`src/rtl/dsc_delay_fifo.sv`:
```
module dsc_delay_fifo #(
  parameter int W     = 24,
  parameter int DEPTH = 4,
  localparam int PTR_W = (DEPTH > 1) ? $clog2(DEPTH) : 1,
  localparam int CW    = $clog2(DEPTH + 1)
) (
  input  logic          clk,
  input  logic          rst_n,
  input  logic          flush,
  input  logic          push,
  input  logic [W-1:0]  din,
  input  logic          pop,
  output logic [W-1:0]  dout,
  output logic [CW-1:0] count,
  output logic          full,
  output logic          empty
);
  localparam logic [PTR_W-1:0] LAST = PTR_W'(DEPTH - 1);

  function automatic logic [PTR_W-1:0] ptr_step(input logic [PTR_W-1:0] p);
    return (p == LAST) ? '0 : p + 1'b1;
  endfunction

  logic [W-1:0]     mem [DEPTH];
  logic [PTR_W-1:0] wr_ptr, rd_ptr;

  assign dout  = mem[rd_ptr];
  assign full  = (count == CW'(DEPTH));
  assign empty = (count == '0);

  always_ff @(posedge clk) begin
    if (push && !flush) mem[wr_ptr] <= din;
  end

  always_ff @(posedge clk or negedge rst_n) begin
    if (!rst_n) begin
      wr_ptr <= '0;
      rd_ptr <= '0;
      count  <= '0;
    end else if (flush) begin
      wr_ptr <= '0;
      rd_ptr <= '0;
      count  <= '0;
    end else begin
      if (push) wr_ptr <= ptr_step(wr_ptr);
      if (pop)  rd_ptr <= ptr_step(rd_ptr);
      unique case ({push, pop})
        2'b10:   count <= count + 1'b1;
        2'b01:   count <= count - 1'b1;
        default: count <= count;
      endcase
    end
  end
endmodule

```
`config.mk`:
```
export PLATFORM = sky130hd
export DESIGN_NAME = dsc_delay_fifo
export DESIGN_NICKNAME = d
export VERILOG_FILES = /design/src/rtl/dsc_delay_fifo.sv
export SDC_FILE = /design/constraint.sdc
export NUM_CORES = 1
export LEC_CHECK = 0
export BUFFER_PORTS_ARGS = -buffer_cell sky130_fd_sc_hd__buf_2
export CAP_MARGIN = 20
export CORE_MARGIN = 8
export CORE_UTILIZATION = 55
export CTS_CLUSTER_DIAMETER = 60
export DETAILED_ROUTE_END_ITERATION = 7
export MAX_ROUTING_LAYER = met4
export PLACE_DENSITY = 0.75
export SETUP_SLACK_MARGIN = 0.5
export SKIP_CTS_REPAIR_TIMING = 1
export SLEW_MARGIN = 20
export SYNTH_ARGS = -nofsm -noshare
export SYNTH_HDL_FRONTEND = slang
export SYNTH_SLANG_ARGS = --single-unit
export TNS_END_PERCENT = 30
```
`constraint.sdc`:
```
create_clock -name clk -period 2.3 [get_ports clk]
set_input_delay 0.46 -clock clk [delete_from_list [all_inputs] [get_ports clk]]
set_output_delay 0.46 -clock clk [all_outputs]
set_load 0.05 [all_outputs]
```
==> results of run 1 <==
## final timing paths
kind,startpoint,end,slack [ns],cells past startpoint
hold reg to reg,rd_ptr[1],rd_ptr[1],0.58,2
setup reg to reg,count[0],count[2],0.70,4
setup / recovery,rd_ptr[0],dout[0],0.11,3
min in group asynchronous,rst_n,count[1],0.46,2
max in group asynchronous,rst_n,rd_ptr[0],1.67,2
hold / removal,din[0],mem[3][0],0.32,1
## stage by stage
step	instance area [um2]	worst slack (ns)	power [W]	std cells
global route	4650	0.0491	0.00386	346
global placement	4430	0.474	0.00271	330
finish	4650	0.105	0.00373	346
CTS	4620	0.0288	0.00375	345
floorplan	4000	0.482	0.00258	173
detailed placement	4430	0.415	0.00272	330
## placed cells by master (no fill, tap or decap), types with 3 or more instances in the layout
| cell | netlist | layout |
|---|---|---|
| buf_12 | 2 | 3 |
| buf_2 | 4 | 52 |
| buf_4 | 0 | 9 |
| clkbuf_8 | 0 | 9 |
| dfrtp_1 | 7 | 6 |
| edfxtp_1 | 96 | 96 |
| ha_1 | 5 | 5 |
| inv_1 | 4 | 4 |
| mux2i_1 | 3 | 3 |
| mux4_1 | 6 | 6 |
| mux4_2 | 18 | 18 |
| nor2_1 | 8 | 8 |
| nor3b_1 | 5 | 4 |
## state kept, by name (all words and copies together) (netlist names)
name,cells
count,3
mem,96
rd_ptr,2
wr_ptr,2
## metal layers
layer	GRT usage, %	routed length [um]	share of wire (%)
met5	-	0	0
met4	6.19	109	1.7
met3	3.59	424	6.5
met2	22.7	3240	50
met1	18.0	2750	42
## report_power, final
part | leakage (nW) | switching (W) | internal, W
registers | 0.963 | 0.0000339 | 0.00210
logic | 0.593 | 0.000360 | 0.000180
clock network | 0.0969 | 0.000564 | 0.000495
total | 1.65 | 0.000957 | 0.00278
## worst register-to-register path, delay by kind of cell, from the launching register on
| family | cells | cell delay [ns] |
|---|---|---|
| flip-flops | 1 | 0.50 |
| adder cells (fa/ha/maj) | 1 | 0.47 |
| AND/OR/NAND/NOR | 2 | 0.40 |
| AO/OA/AOI/OAI | 1 | 0.15 |
## area by class of cell
cell class / instances / area, um2
clock inverter: 6 / 61.3
multi-input combinational: 58 / 845
tap: 99 / 124
timing repair buffer: 67 / 420
sequential: 103 / 3060
inverter: 4 / 15.0
fill: 475 / 2490
clock buffer: 9 / 124
## kinds of logic (layout without fill, tap and decap cells)
| logic type | count (synthesis) | count (layout) | share of synthesized area, % |
|---|---|---|---|
| xor+xnor | 2 | 2 | 0.441 |
| buf+inv | 12 | 86 | 2.46 |
| simple gates | 20 | 20 | 2.80 |
| fa+ha+maj | 6 | 6 | 2.08 |
| flops | 103 | 103 | 76.9 |
| compound gates | 3 | 3 | 0.378 |
| mux | 27 | 27 | 14.9 |
==> run metrics, run 1 <==
largest net degree at the start of global routing=25; f_max=456 MHz; CP max FO=10; #FFs+latches synth=103; status=finished clean; Setup TNS=0 ns; Via density=5.38; syn_nets=~210; clk slew on worst S/H paths=0.09 ns; most common cell in the netlist=edfxtp_1; Yosys top cell area share=72.5%; # setup viols final=0; setup skew after layout=0.00519 ns; required time of the critical path=between 1.5 and 2 ns; Core Area=0.00714 mm2; share of cells above drive strength 1=41.7%; Netlist cell types=20; Vert. Die Dim=101 um; Pleak=1.65 nW; VDD IR max=0.583 mV; P&R area growth vs syn=16.9%; period utilization=95.4%; first-pass GRT wire length=10600 um; post-synthesis sequential area ratio=76.9%; Final ANT Viol Nets=0; DP HPWL=4580 um; total global-route track usage=14.6%; Critical-path top delay cell=mux4_1; CTS Root Cell=clkbuf_8; Min-Delay Path Class=input port to register; Avg Inst Size Synth=23.0 um2; Clock Path Buffers=2; top cells by area, synth=edfxtp_1 73%, mux4_2 10%, dfrtp_1 4.4%, mux4_1 4.0%, ha_1 1.6%; Slew headroom=77.5%; TritonCTS clock tree=built; wire per inst=18.9 um; routed vias=1863; Crit Path Class=register to output port; # DRC=0; crit path time final=2.19 ns; nets@finish=278; Synth Cell Area=0.00398 mm2; Slew @ Worst Pin=around 0.34 ns; synthesized instance count=173; Max-Cap Viols=0; dominant synthesized flop cell=edfxtp_1; CP Buf/Inv Count=2; Max H-tree Level=3; Slew Viols, Final=0; initial core utilization=55.7%; Sinks on Clock Net=103; post-route core utilization=between 60% and 70%; drt pass-1 iters=4; unrepaired setup endpoints after global routing=true; total congestion overflow=0; IO Pins=58; clk_lat worst skew=0.35 ns; Post-synth EDFFs=96; largest area contributor in the netlist=edfxtp_1; # diodes=0; fraction of registers with async set/reset=slightly below 7%; PwrDens=roughly 800 mW/mm2; Die Wd=101 um; row count=31; Final Hold Viols=0; hold_ws=0.317 ns; full die area=0.0102 mm2; worst path arrival time=1.73 ns; most frequent cells after synthesis=96 x edfxtp_1, 18 x mux4_2, 8 x nor2_1; Final Wtd Congestion=0.716; Detailed Route WL=around 6500 um; yosys warns=0; CP cell instances=buf_6 > mux4_1 > buf_2; CTS buffer count=9; Critical Path Sink Type=output port; initial antenna violation count=0; DR iter-0 viols=108; Top delay family on crit path=multiplexers; Worst setup SP type=register; port buffer count=57; CP peak stage delay=0.57 ns; vias in the first global route=2068
(Power assumes the default switching activity.)
==> inputs of run 2 (changes only) <==
--- a/config.mk
+++ b/config.mk
@@ -5,6 +5,7 @@
 export SDC_FILE = /design/constraint.sdc
 export NUM_CORES = 1
 export LEC_CHECK = 0
+export ABC_AREA = 1
 export BUFFER_PORTS_ARGS = -buffer_cell sky130_fd_sc_hd__buf_2
 export CAP_MARGIN = 20
 export CORE_MARGIN = 8
==> run 2 against run 1 <==
Against the previous run: utilization up 1.8 points; routed wire length increased by 27%; largest cell class unchanged; worst hold slack got worse by 0.00063 ns; register-to-register slack improved by 0.05 ns; synthesized cell count grew 71%; clock power fell by 9%; combinational power increased by 30%; highest routed layer unchanged; sequential cell count stayed put; setup slack improved by 0.12 ns; total power is 1.8% higher.
==> run metrics, run 2 <==
largest area contributor in the netlist=edfxtp_1; required time of the critical path=1.84 ns; Core Area=roughly 0.0071 mm2; top flop regs=mem x96, count x3; DP Area=0.00448 mm2; Comb pwr share=18.4%; # DRC=0; clk slew on worst S/H paths=approximately 0.090 ns; Detailed Route WL=8260 um; worst hold start=din[16]; Pleak=1.77 nW; Slew @ Worst Pin=0.293 ns; # diodes=0; DR iter-0 viols=118; Via density=~5.5; f_max=481 MHz; Critical-path top delay cell=dfrtp_2; internal power=0.00269 W; crit path time final=2.08 ns; P&R area growth vs syn=19.7%; NetSw=0.00111 W; Final Hold Viols=0; Worst setup SP type=register; Die Wd=101 um; Critical Path Sink Type=output port; setup skew after layout=0.00958 ns; port buffer count=57; CP peak stage delay=0.48 ns; Slew Viols, Final=0; VDD IR max=0.457 mV; Sinks on Clock Net=a little over 100; share of cells above drive strength 1=25.7%; Final Wtd Congestion=0.809; Avg Inst Size Synth=around 14 um2; Netlist cell types=17; CP cell instances=inv_8 > clkbuf_16 > o21ai_0 > o22ai_1 > buf_2; Max-Cap Viols=0; CP startpoint=rd_ptr[0]; total global-route track usage=16.5%; Post-Layout Inst Area=about 0.0048 mm2; sequential share of power=56.2%; R2R Path Start=wr_ptr[0]; CP max FO=18; Setup TNS=0 ns; yosys warns=0; most common cell after layout, fill and taps aside=edfxtp_1; Crit Path Class=register to output port; Post-synth EDFFs=96; post-synthesis sequential area ratio=76.6%; Synth Cell Area=approximately 0.0040 mm2; first-pass GRT wire length=12500 um; period utilization=90.3%; PwrDens=slightly below 800 mW/mm2; #FFs+latches synth=103; post-route core utilization=between 60% and 70%; Biggest register=mem; wire per inst=17.7 um; largest net degree at the start of global routing=37; TritonCTS clock tree=built; top cells by area, synth=edfxtp_1 72%, o21ai_0 6.0%, nor2_1 5.1%, dfrtp_1 4.4%, o22ai_1 3.9%; vias in the first global route=2439; Max H-tree Level=3; total congestion overflow=0; status=finished clean; syn_nets=330; most common cell in the netlist=edfxtp_1; initial antenna violation count=0; most frequent cells after synthesis=96 x edfxtp_1, 54 x nor2_1, 48 x o21ai_0; clock power share=between 20% and 30%; CTS Root Cell=clkbuf_8; # setup viols final=0; commonest non-fill, non-tap cells in the layout=96 x edfxtp_1, 50 x nor2_1, 47 x o21ai_0; Switching Share=29.2%; Clock Path Buffers=2; CTS buffer count=9; Final ANT Viol Nets=0; dominant synthesized flop cell=edfxtp_1; DP HPWL=~5000 um; nets@finish=400; row count=31; IO Pins=58; Yosys top cell area share=between 70% and 80%; max reg flops=96; Min-Delay Path Class=input port to register; routed vias=2560; worst path arrival time=1.62 ns; Slew headroom=between 80% and 90%; initial core utilization=55.9%; drt pass-1 iters=4; clk_lat worst skew=0.35 ns; fraction of registers with async set/reset=6.80%; synthesized instance count=between 200 and 300; Vert. Die Dim=101 um; full die area=just over 0.01 mm2; unrepaired setup endpoints after global routing=true
run 2: cell families after synthesis:
kind of cell	count (synthesis)	synth area share, %
flops	103	76.6
simple gates	80	7.71
compound gates	77	10.4
buf+inv	29	3.20
fa+ha+maj	6	2.07
run 2: critical path, delay by kind of cell (launching register included):
kind	cells	cell delay [ns]
buffers and inverters	3	0.58
flip-flops	1	0.48
AO/OA/AOI/OAI	2	0.21
run 2: per-stage QoR:
step | hold WS [ns] | instances | setup slack [ns] | power [W]
after floorplan | 0.164 | 295 | 0.143 | 0.00263
after global placement | 0.306 | 448 | 0.448 | 0.00281
after detailed placement | 0.302 | 448 | 0.416 | 0.00283
after CTS | -0.0790 | 463 | 0.0251 | 0.00376
after global routing | 0.297 | 468 | 0.157 | 0.00395
final | 0.317 | 468 | 0.222 | 0.00380
run 2: area by class of cell:
cell class | count | area [um2]
clock buffers | 10 | 128
clock inverters | 5 | 36.3
fillers | 537 | 2360
inverters | 15 | 68.8
multi-input cells | 163 | 833
flip-flops and latches | 103 | 3060
well taps | 99 | 124
repair buffers | 73 | 528
run 2: path summary, 6_finish.rpt:
| path | to | slack (ns) | depth (start not counted) |
|---|---|---|---|
| min in group asynchronous | count[1] | 0.49 | 2 |
| hold reg to reg | count[2] | 0.63 | 2 |
| max in group asynchronous | rd_ptr[0] | 1.64 | 2 |
| setup / recovery | dout[23] | 0.22 | 5 |
| hold / removal | mem[0][16] | 0.32 | 1 |
| setup reg to reg | mem[0][0] | 0.75 | 5 |
run 2: layer usage:
layer	up-vias	track usage, %	wire [um]
met5	-	-	0
li1	1211	-	-
met4	0	5.15	147
met3	14	3.71	370
met2	79	26.6	4040
met1	1256	20.3	3710
run 2: power groups by stage:
stage	Combinational, W	Sequential [W]	Clock [W]
finish	0.000700	0.00213	0.000966
floorplan	0.000441	0.00219	0
global route	0.000748	0.00214	0.00106
global placement	0.000642	0.00217	0
detailed placement	0.000654	0.00217	0
CTS	0.000655	0.00213	0.000979
